## src/rtl/regx_pkg.sv

```systemverilog
package regx_pkg;

    typedef enum logic [1:0] {
        OP_BANK   = 2'd0,
        OP_STK_HL = 2'd1,
        OP_STK_IX = 2'd2,
        OP_STK_IY = 2'd3
    } op_e;

    typedef enum logic [2:0] {
        ACT_IDLE  = 3'd0,
        ACT_RD_LO = 3'd1,
        ACT_RD_HI = 3'd2,
        ACT_WR_HI = 3'd3,
        ACT_WR_LO = 3'd4
    } act_e;

    // clock states per machine cycle kind
    localparam logic [2:0] LEN_IDLE  = 3'd4;
    localparam logic [2:0] LEN_RD_LO = 3'd3;
    localparam logic [2:0] LEN_RD_HI = 3'd4;
    localparam logic [2:0] LEN_WR_HI = 3'd3;
    localparam logic [2:0] LEN_WR_LO = 3'd5;

    // register select codes
    localparam logic [3:0] SEL_BC  = 4'd0;
    localparam logic [3:0] SEL_DE  = 4'd1;
    localparam logic [3:0] SEL_HL  = 4'd2;
    localparam logic [3:0] SEL_BCA = 4'd3;
    localparam logic [3:0] SEL_DEA = 4'd4;
    localparam logic [3:0] SEL_HLA = 4'd5;
    localparam logic [3:0] SEL_IX  = 4'd6;
    localparam logic [3:0] SEL_IY  = 4'd7;
    localparam logic [3:0] SEL_SP  = 4'd8;

    function automatic act_e step_act(input op_e op, input logic [2:0] mc);
        logic [2:0] adj;
        if (op == OP_BANK) return ACT_IDLE;
        if (op == OP_STK_HL) adj = mc;
        else if (mc == 3'd0) return ACT_IDLE;   // prefix cycle
        else adj = mc - 3'd1;
        case (adj)
            3'd1:    return ACT_RD_LO;
            3'd2:    return ACT_RD_HI;
            3'd3:    return ACT_WR_HI;
            3'd4:    return ACT_WR_LO;
            default: return ACT_IDLE;
        endcase
    endfunction

    function automatic logic [2:0] act_len(input act_e a);
        case (a)
            ACT_RD_LO: return LEN_RD_LO;
            ACT_RD_HI: return LEN_RD_HI;
            ACT_WR_HI: return LEN_WR_HI;
            ACT_WR_LO: return LEN_WR_LO;
            default:   return LEN_IDLE;
        endcase
    endfunction

    function automatic logic [2:0] last_mc(input op_e op);
        case (op)
            OP_BANK:   return 3'd0;
            OP_STK_HL: return 3'd4;
            default:   return 3'd5;
        endcase
    endfunction

endpackage

```

## src/rtl/regx_seq.sv

```systemverilog
module regx_seq
    import regx_pkg::*;
(
    input  logic clk,
    input  logic rst_n,
    input  logic bank_req,
    input  logic stk_req,
    input  logic use_idx,
    input  logic idx_sel,
    output logic busy,
    output logic done,
    output op_e  op,
    output act_e act,
    output logic step_end,
    output logic op_end
);

    typedef struct packed {
        logic       busy;
        logic       done;
        op_e        op;
        logic [2:0] mc;
        logic [2:0] tc;
    } seq_t;

    seq_t s_d, s_q;
    logic [2:0] len;

    always_comb begin
        s_d      = s_q;
        s_d.done = 1'b0;
        act      = s_q.busy ? step_act(s_q.op, s_q.mc) : ACT_IDLE;
        len      = act_len(act);
        step_end = s_q.busy && (s_q.tc == len - 3'd1);
        op_end   = step_end && (s_q.mc == last_mc(s_q.op));

        if (!s_q.busy) begin
            if (bank_req || stk_req) begin
                s_d.busy = 1'b1;
                s_d.mc   = 3'd0;
                s_d.tc   = 3'd0;
                if (bank_req)     s_d.op = OP_BANK;
                else if (!use_idx) s_d.op = OP_STK_HL;
                else if (idx_sel) s_d.op = OP_STK_IY;
                else              s_d.op = OP_STK_IX;
            end
        end else if (step_end) begin
            s_d.tc = 3'd0;
            if (op_end) begin
                s_d.busy = 1'b0;
                s_d.done = 1'b1;
            end else begin
                s_d.mc = s_q.mc + 3'd1;
            end
        end else begin
            s_d.tc = s_q.tc + 3'd1;
        end
    end

    always_ff @(posedge clk or negedge rst_n) begin
        if (!rst_n) s_q <= '{busy: 1'b0, done: 1'b0, op: OP_BANK, mc: 3'd0, tc: 3'd0};
        else        s_q <= s_d;
    end

    assign busy = s_q.busy;
    assign done = s_q.done;
    assign op   = s_q.op;

endmodule

```

## src/rtl/regx_regs.sv

```systemverilog
module regx_regs
    import regx_pkg::*;
#(
    parameter int BYTE_W = 8,
    localparam int WORD_W = 2 * BYTE_W
) (
    input  logic              clk,
    input  logic              rst_n,
    input  logic              wr_en,
    input  logic [3:0]        wr_sel,
    input  logic [WORD_W-1:0] wr_data,
    input  logic [3:0]        rd_sel,
    output logic [WORD_W-1:0] rd_data,
    input  logic              busy,
    input  op_e               op,
    input  act_e              act,
    input  logic              step_end,
    input  logic              op_end,
    input  logic [BYTE_W-1:0] mem_rdata,
    output logic [BYTE_W-1:0] mem_wdata,
    output logic [WORD_W-1:0] sp
);

    typedef struct packed {
        logic [WORD_W-1:0] bc, de, hl;
        logic [WORD_W-1:0] bca, dea, hla;
        logic [WORD_W-1:0] ix, iy, sp;
        logic [BYTE_W-1:0] tlo, thi;
    } bank_t;

    bank_t r_d, r_q;
    logic [WORD_W-1:0] tgt;

    always_comb begin
        r_d = r_q;
        case (op)
            OP_STK_IX: tgt = r_q.ix;
            OP_STK_IY: tgt = r_q.iy;
            default:   tgt = r_q.hl;
        endcase
        mem_wdata = (act == ACT_WR_HI) ? tgt[WORD_W-1:BYTE_W] : tgt[BYTE_W-1:0];

        if (!busy && wr_en) begin
            case (wr_sel)
                SEL_BC:  r_d.bc  = wr_data;
                SEL_DE:  r_d.de  = wr_data;
                SEL_HL:  r_d.hl  = wr_data;
                SEL_BCA: r_d.bca = wr_data;
                SEL_DEA: r_d.dea = wr_data;
                SEL_HLA: r_d.hla = wr_data;
                SEL_IX:  r_d.ix  = wr_data;
                SEL_IY:  r_d.iy  = wr_data;
                SEL_SP:  r_d.sp  = wr_data;
                default: ;
            endcase
        end

        if (step_end && act == ACT_RD_LO) r_d.tlo = mem_rdata;
        if (step_end && act == ACT_RD_HI) r_d.thi = mem_rdata;

        if (op_end) begin
            case (op)
                OP_BANK: begin
                    r_d.bc  = r_q.bca; r_d.bca = r_q.bc;
                    r_d.de  = r_q.dea; r_d.dea = r_q.de;
                    r_d.hl  = r_q.hla; r_d.hla = r_q.hl;
                end
                OP_STK_HL: r_d.hl = {r_q.thi, r_q.tlo};
                OP_STK_IX: r_d.ix = {r_q.thi, r_q.tlo};
                default:   r_d.iy = {r_q.thi, r_q.tlo};
            endcase
        end
    end

    always_comb begin
        case (rd_sel)
            SEL_BC:  rd_data = r_q.bc;
            SEL_DE:  rd_data = r_q.de;
            SEL_HL:  rd_data = r_q.hl;
            SEL_BCA: rd_data = r_q.bca;
            SEL_DEA: rd_data = r_q.dea;
            SEL_HLA: rd_data = r_q.hla;
            SEL_IX:  rd_data = r_q.ix;
            SEL_IY:  rd_data = r_q.iy;
            SEL_SP:  rd_data = r_q.sp;
            default: rd_data = '0;
        endcase
    end

    always_ff @(posedge clk or negedge rst_n) begin
        if (!rst_n) r_q <= '0;
        else        r_q <= r_d;
    end

    assign sp = r_q.sp;

endmodule

```

## src/rtl/regx_unit.sv

```systemverilog
module regx_unit
    import regx_pkg::*;
#(
    parameter int BYTE_W = 8,
    localparam int WORD_W = 2 * BYTE_W
) (
    input  logic              clk,
    input  logic              rst_n,
    input  logic              bank_swap_req,
    input  logic              stk_xchg_req,
    input  logic              stk_use_index,
    input  logic              stk_index_sel,
    input  logic              wr_en,
    input  logic [3:0]        wr_sel,
    input  logic [WORD_W-1:0] wr_data,
    input  logic [3:0]        rd_sel,
    output logic [WORD_W-1:0] rd_data,
    output logic              busy,
    output logic              done,
    output logic [WORD_W-1:0] mem_addr,
    output logic              mem_rd,
    output logic              mem_wr,
    output logic [BYTE_W-1:0] mem_wdata,
    input  logic [BYTE_W-1:0] mem_rdata
);

    op_e               op_w;
    act_e              act_w;
    logic              step_end_w;
    logic              op_end_w;
    logic [WORD_W-1:0] sp_w;

    regx_seq seq_i (
        .clk      (clk),
        .rst_n    (rst_n),
        .bank_req (bank_swap_req),
        .stk_req  (stk_xchg_req),
        .use_idx  (stk_use_index),
        .idx_sel  (stk_index_sel),
        .busy     (busy),
        .done     (done),
        .op       (op_w),
        .act      (act_w),
        .step_end (step_end_w),
        .op_end   (op_end_w)
    );

    regx_regs #(.BYTE_W(BYTE_W)) regs_i (
        .clk       (clk),
        .rst_n     (rst_n),
        .wr_en     (wr_en),
        .wr_sel    (wr_sel),
        .wr_data   (wr_data),
        .rd_sel    (rd_sel),
        .rd_data   (rd_data),
        .busy      (busy),
        .op        (op_w),
        .act       (act_w),
        .step_end  (step_end_w),
        .op_end    (op_end_w),
        .mem_rdata (mem_rdata),
        .mem_wdata (mem_wdata),
        .sp        (sp_w)
    );

    always_comb begin
        mem_rd   = (act_w == ACT_RD_LO) || (act_w == ACT_RD_HI);
        mem_wr   = (act_w == ACT_WR_LO) || (act_w == ACT_WR_HI);
        mem_addr = ((act_w == ACT_RD_HI) || (act_w == ACT_WR_HI)) ? sp_w + 1'b1 : sp_w;
    end

endmodule

```

## config.mk

```make
export PLATFORM = sky130hd
export DESIGN_NAME = regx_unit
export DESIGN_NICKNAME = d
export VERILOG_FILES = /design/src/rtl/regx_pkg.sv /design/src/rtl/regx_seq.sv /design/src/rtl/regx_regs.sv /design/src/rtl/regx_unit.sv
export SDC_FILE = /design/constraint.sdc
export NUM_CORES = 1
export LEC_CHECK = 0
export ABC_AREA = 1
export BUFFER_PORTS_ARGS = -buffer_cell sky130_fd_sc_hd__buf_4
export CORE_ASPECT_RATIO = 1.1
export CORE_UTILIZATION = 39
export CTS_BUF_LIST = sky130_fd_sc_hd__clkbuf_16
export CTS_CLUSTER_SIZE = 10
export DETAILED_ROUTE_END_ITERATION = 8
export GPL_TIMING_DRIVEN = 0
export PLACE_DENSITY = 0.59
export RECOVER_POWER = 100
export SYNTH_ARGS = -nofsm -noshare
export SYNTH_HDL_FRONTEND = slang
export SYNTH_SLANG_ARGS = --single-unit
```

## constraint.sdc

```tcl
create_clock -name clk -period 2.86 [get_ports clk]
set_input_delay 0.429 -clock clk [delete_from_list [all_inputs] [get_ports clk]]
set_output_delay 0.429 -clock clk [all_outputs]
set_load 0.01 [all_outputs]
```

==> run_results.csv <==
group,metric,value,unit
outcome,status,"finished with violations",
outcome,violations,"max-capacitance violations, max-slew violations",
routing,dr.pass1.iters,5,
worst_setup_path,crit_family,"buffers and inverters",
global_route,antenna_found_initial,0,
sta,hold_viol,0,
power_and_ir_drop,pwr_density_cell,1020,mW/mm^2
worst_setup_path,r2r_start,"seq_i.op[0]",
yosys,postSynthCellCount,1539,
placed_design,routabilityCongestion,0.992,
cells_and_area,diodes,0,
global_route,gr-total-overflow,0,
die,rows,64,
sta,maxSlewViolCount,59,
placed_design,post-place-cells,1985,
cts,clk_latency,450,ps
die,start_util,39.6,%
routing,ant_nets,0,
cts,cts.sinks,170,
yosys,avgSynthCellArea,7.13,um^2
worst_setup_path,max_stage_delay,520,ps
worst_setup_path,crit_buf_inv,4,
placed_design,dpl_worst_slack,-158,ps
cts,htree_levels,4,
sta,setup_slack,30.3,ps
cells_and_area,fin_nets,1697,
worst_setup_path,path_class,"reg2out",
cells_and_area,stdcell_count,2028,
routing,drcViolationCount,0,
worst_setup_path,cp.required,2430,ps
worst_setup_path,crit_slowest_cell,"clkbuf_1",
sta,period_share,98.9,%
cells_and_area,syn_to_final_growth,17.0,%
cells_and_area,drive_gt1_share,11.4,%
hold_path,holdCritPathClass,"in2reg",
worst_setup_path,critPathArrivalTime,2400,ps
sta,finClkSkew,8.76,ps
die,die_h,178,um
global_route,grt_first_pass_wirelength,70600,um
worst_setup_path,path_cells,"buf_6 > buf_12 > nand2_1 > clkbuf_1 > o221ai_1 > nand2_1 > o21ai_1 > buf_4",
worst_setup_path,cp_common_cell,"nand2_1",
power_and_ir_drop,p_leak,5.56,nW
cts,cts_tree,"built",
sta,setup_viol,0,
sta,worst_pin_slew,1600,ps
worst_setup_path,crit_start,"seq_i.op[0]",
sta,fmax,353,MHz
placed_design,dp_hpwl,34100,um
cts,clockBufferDepth,2,
yosys,synthTopCellsByArea,"dfrtp_1 (39%), nand2_1 (13%), o21ai_0 (11%)",
die,dieWidth,162,um
yosys,syn_nets,1583,
yosys,ys_async_sr_fraction,100,%
yosys,yosys_warnings,0,
yosys,synth_flop_cell,"dfrtp_1",
routing,postRouteWirelength,47500,um
worst_setup_path,worstSetupStartpointType,"flip-flop",
cells_and_area,final_cell_mix,"nand2_1 (370), o21ai_0 (243), dfrtp_1 (168)",
power_and_ir_drop,peakVddDrop,0.424,mV
sta,whs,223,ps
cells_and_area,layout_commonest_cell,"nand2_1",
routing,via_per_inst,5.84,
cts,path_clk_slew,70,ps
routing,vias,11842,
worst_setup_path,end_kind,"output port",
cts,cts-buffers-inserted,17,
yosys,yosysTopAreaCell,"dfrtp_1",
global_route,first_global_vias,10966,
die,io_pins,83,
routing,wire_per_inst,23.4,um
job,drv_cap,1,
yosys,ys_types,38,
global_route,grt_util_all_layers,33.6,%
sta,setup_tns,0,ps
sta,period_minus_slack,2830,ps
hold_path,hp-start,"stk_use_index",
yosys,ys_seq_elements,170,
worst_setup_path,cp_max_fo,10,
placed_design,port_buffers,82,
global_route,grt_max_degree,113,
cells_and_area,fillers,2936,
yosys,synth_top_area_share,38.8,%
yosys,synth_edf_count,0,
die,die_area,0.0288,mm^2
cts,cts-root-buf,"clkbuf_16",
yosys,ys_seq_area_share,38.8,%
die,core-area,0.0277,mm^2
yosys,synth.cell_area,0.0110,mm^2
routing,drtIter0Drc,1392,
sta,max_slew_margin,-6.40,%
final timing paths:
| kind | to | slack, ps | cells past startpoint |
|---|---|---|---|
| max | mem_wdata[1] | 30 | 8 |
| min | seq_i.op[1] | 220 | 3 |
| max reg2reg | regs_i.r_q[135] | 120 | 12 |
| min reg2reg | regs_i.r_q[8] | 480 | 2 |
| max in group asynchronous | regs_i.r_q[42] | 650 | 3 |
| min in group asynchronous | regs_i.r_q[148] | 900 | 2 |
worst min-delay path: cells and delay by family:
family                 cells  cell delay (ps)
AND/OR/NAND/NOR            1               60
buffers and inverters      1               80
AO/OA/AOI/OAI              1               60
final cells by class:
cell class | count | area, um^2 | area share [%]
Clock inverter | 14 | 124 | 0.965
Tap cell | 363 | 454 | 3.54
Clock buffer | 17 | 425 | 3.31
Inverter | 149 | 562 | 4.38
Multi-Input combinational cell | 1124 | 5730 | 44.6
Timing Repair Buffer | 95 | 738 | 5.75
Sequential cell | 170 | 4260 | 33.2
Buffer | 96 | 546 | 4.25
synthesized netlist by cell type, types with 11 or more instances:
library cell	number
a21oi_1	102
a221oi_1	18
buf_6	18
clkbuf_1	67
dfrtp_1	170
inv_1	145
mux2i_1	51
nand2_1	373
nand3_1	48
nor2_1	104
o211ai_1	11
o21ai_0	239
o21ai_1	76
o22ai_1	45
xor2_1	15
per-stage QoR:
| step | util, % | instance area [um^2] | power, W |
|---|---|---|---|
| detailed placement | 43.6 | 12100 | 0.0103 |
| finish | 46.3 | 12800 | 0.0131 |
| global route | 46.3 | 12800 | 0.0138 |
| floorplan | - | 11000 | 0.00790 |
| CTS | 46.0 | 12700 | 0.0128 |
| global placement | 43.5 | 12000 | 0.0102 |
registers in the layout, summed over array words and instances (netlist names):
register and cells:
seq_i.done 1, regs_i.sp 16, regs_i.r_q 144, seq_i.busy 1, seq_i.s_q 6, seq_i.op 2
where the power goes:
group / internal (W) / switching (W)
logic: 0.00238 / 0.00449
clock network: 0.00120 / 0.00109
registers: 0.00317 / 0.000737
repair_timing:
action,CTS,global route
gates cloned,0,0
pin swaps,2,7
endpoints found under the hold margin,58,0
hold buffers,1,0
buffers inserted,6,5
endpoints found under the setup margin,18,17
resized for setup,25,27
routing by layer:
| metal | routed length [um] | global-route usage (%) | up-vias |
|---|---|---|---|
| met4 | 2310 | 16.6 | 0 |
| met5 | 0 | 0 | - |
| li1 | - | - | 5405 |
| met3 | 4070 | 5.49 | 127 |
| met1 | 20100 | 46.0 | 5676 |
| met2 | 21000 | 51.1 | 634 |
kinds of logic after synthesis:
family                     share of synthesized area (%)
xor gates and xnor gates                            1.36
DFF                                                 38.8
buffers and inverters                               9.77
AOI/OAI and AO/OA                                   24.6
muxes                                               4.65
and+or+nand+nor                                     20.2
adders and majority gates                          0.570
No activity file was read; power rests on OpenSTA's default activity.
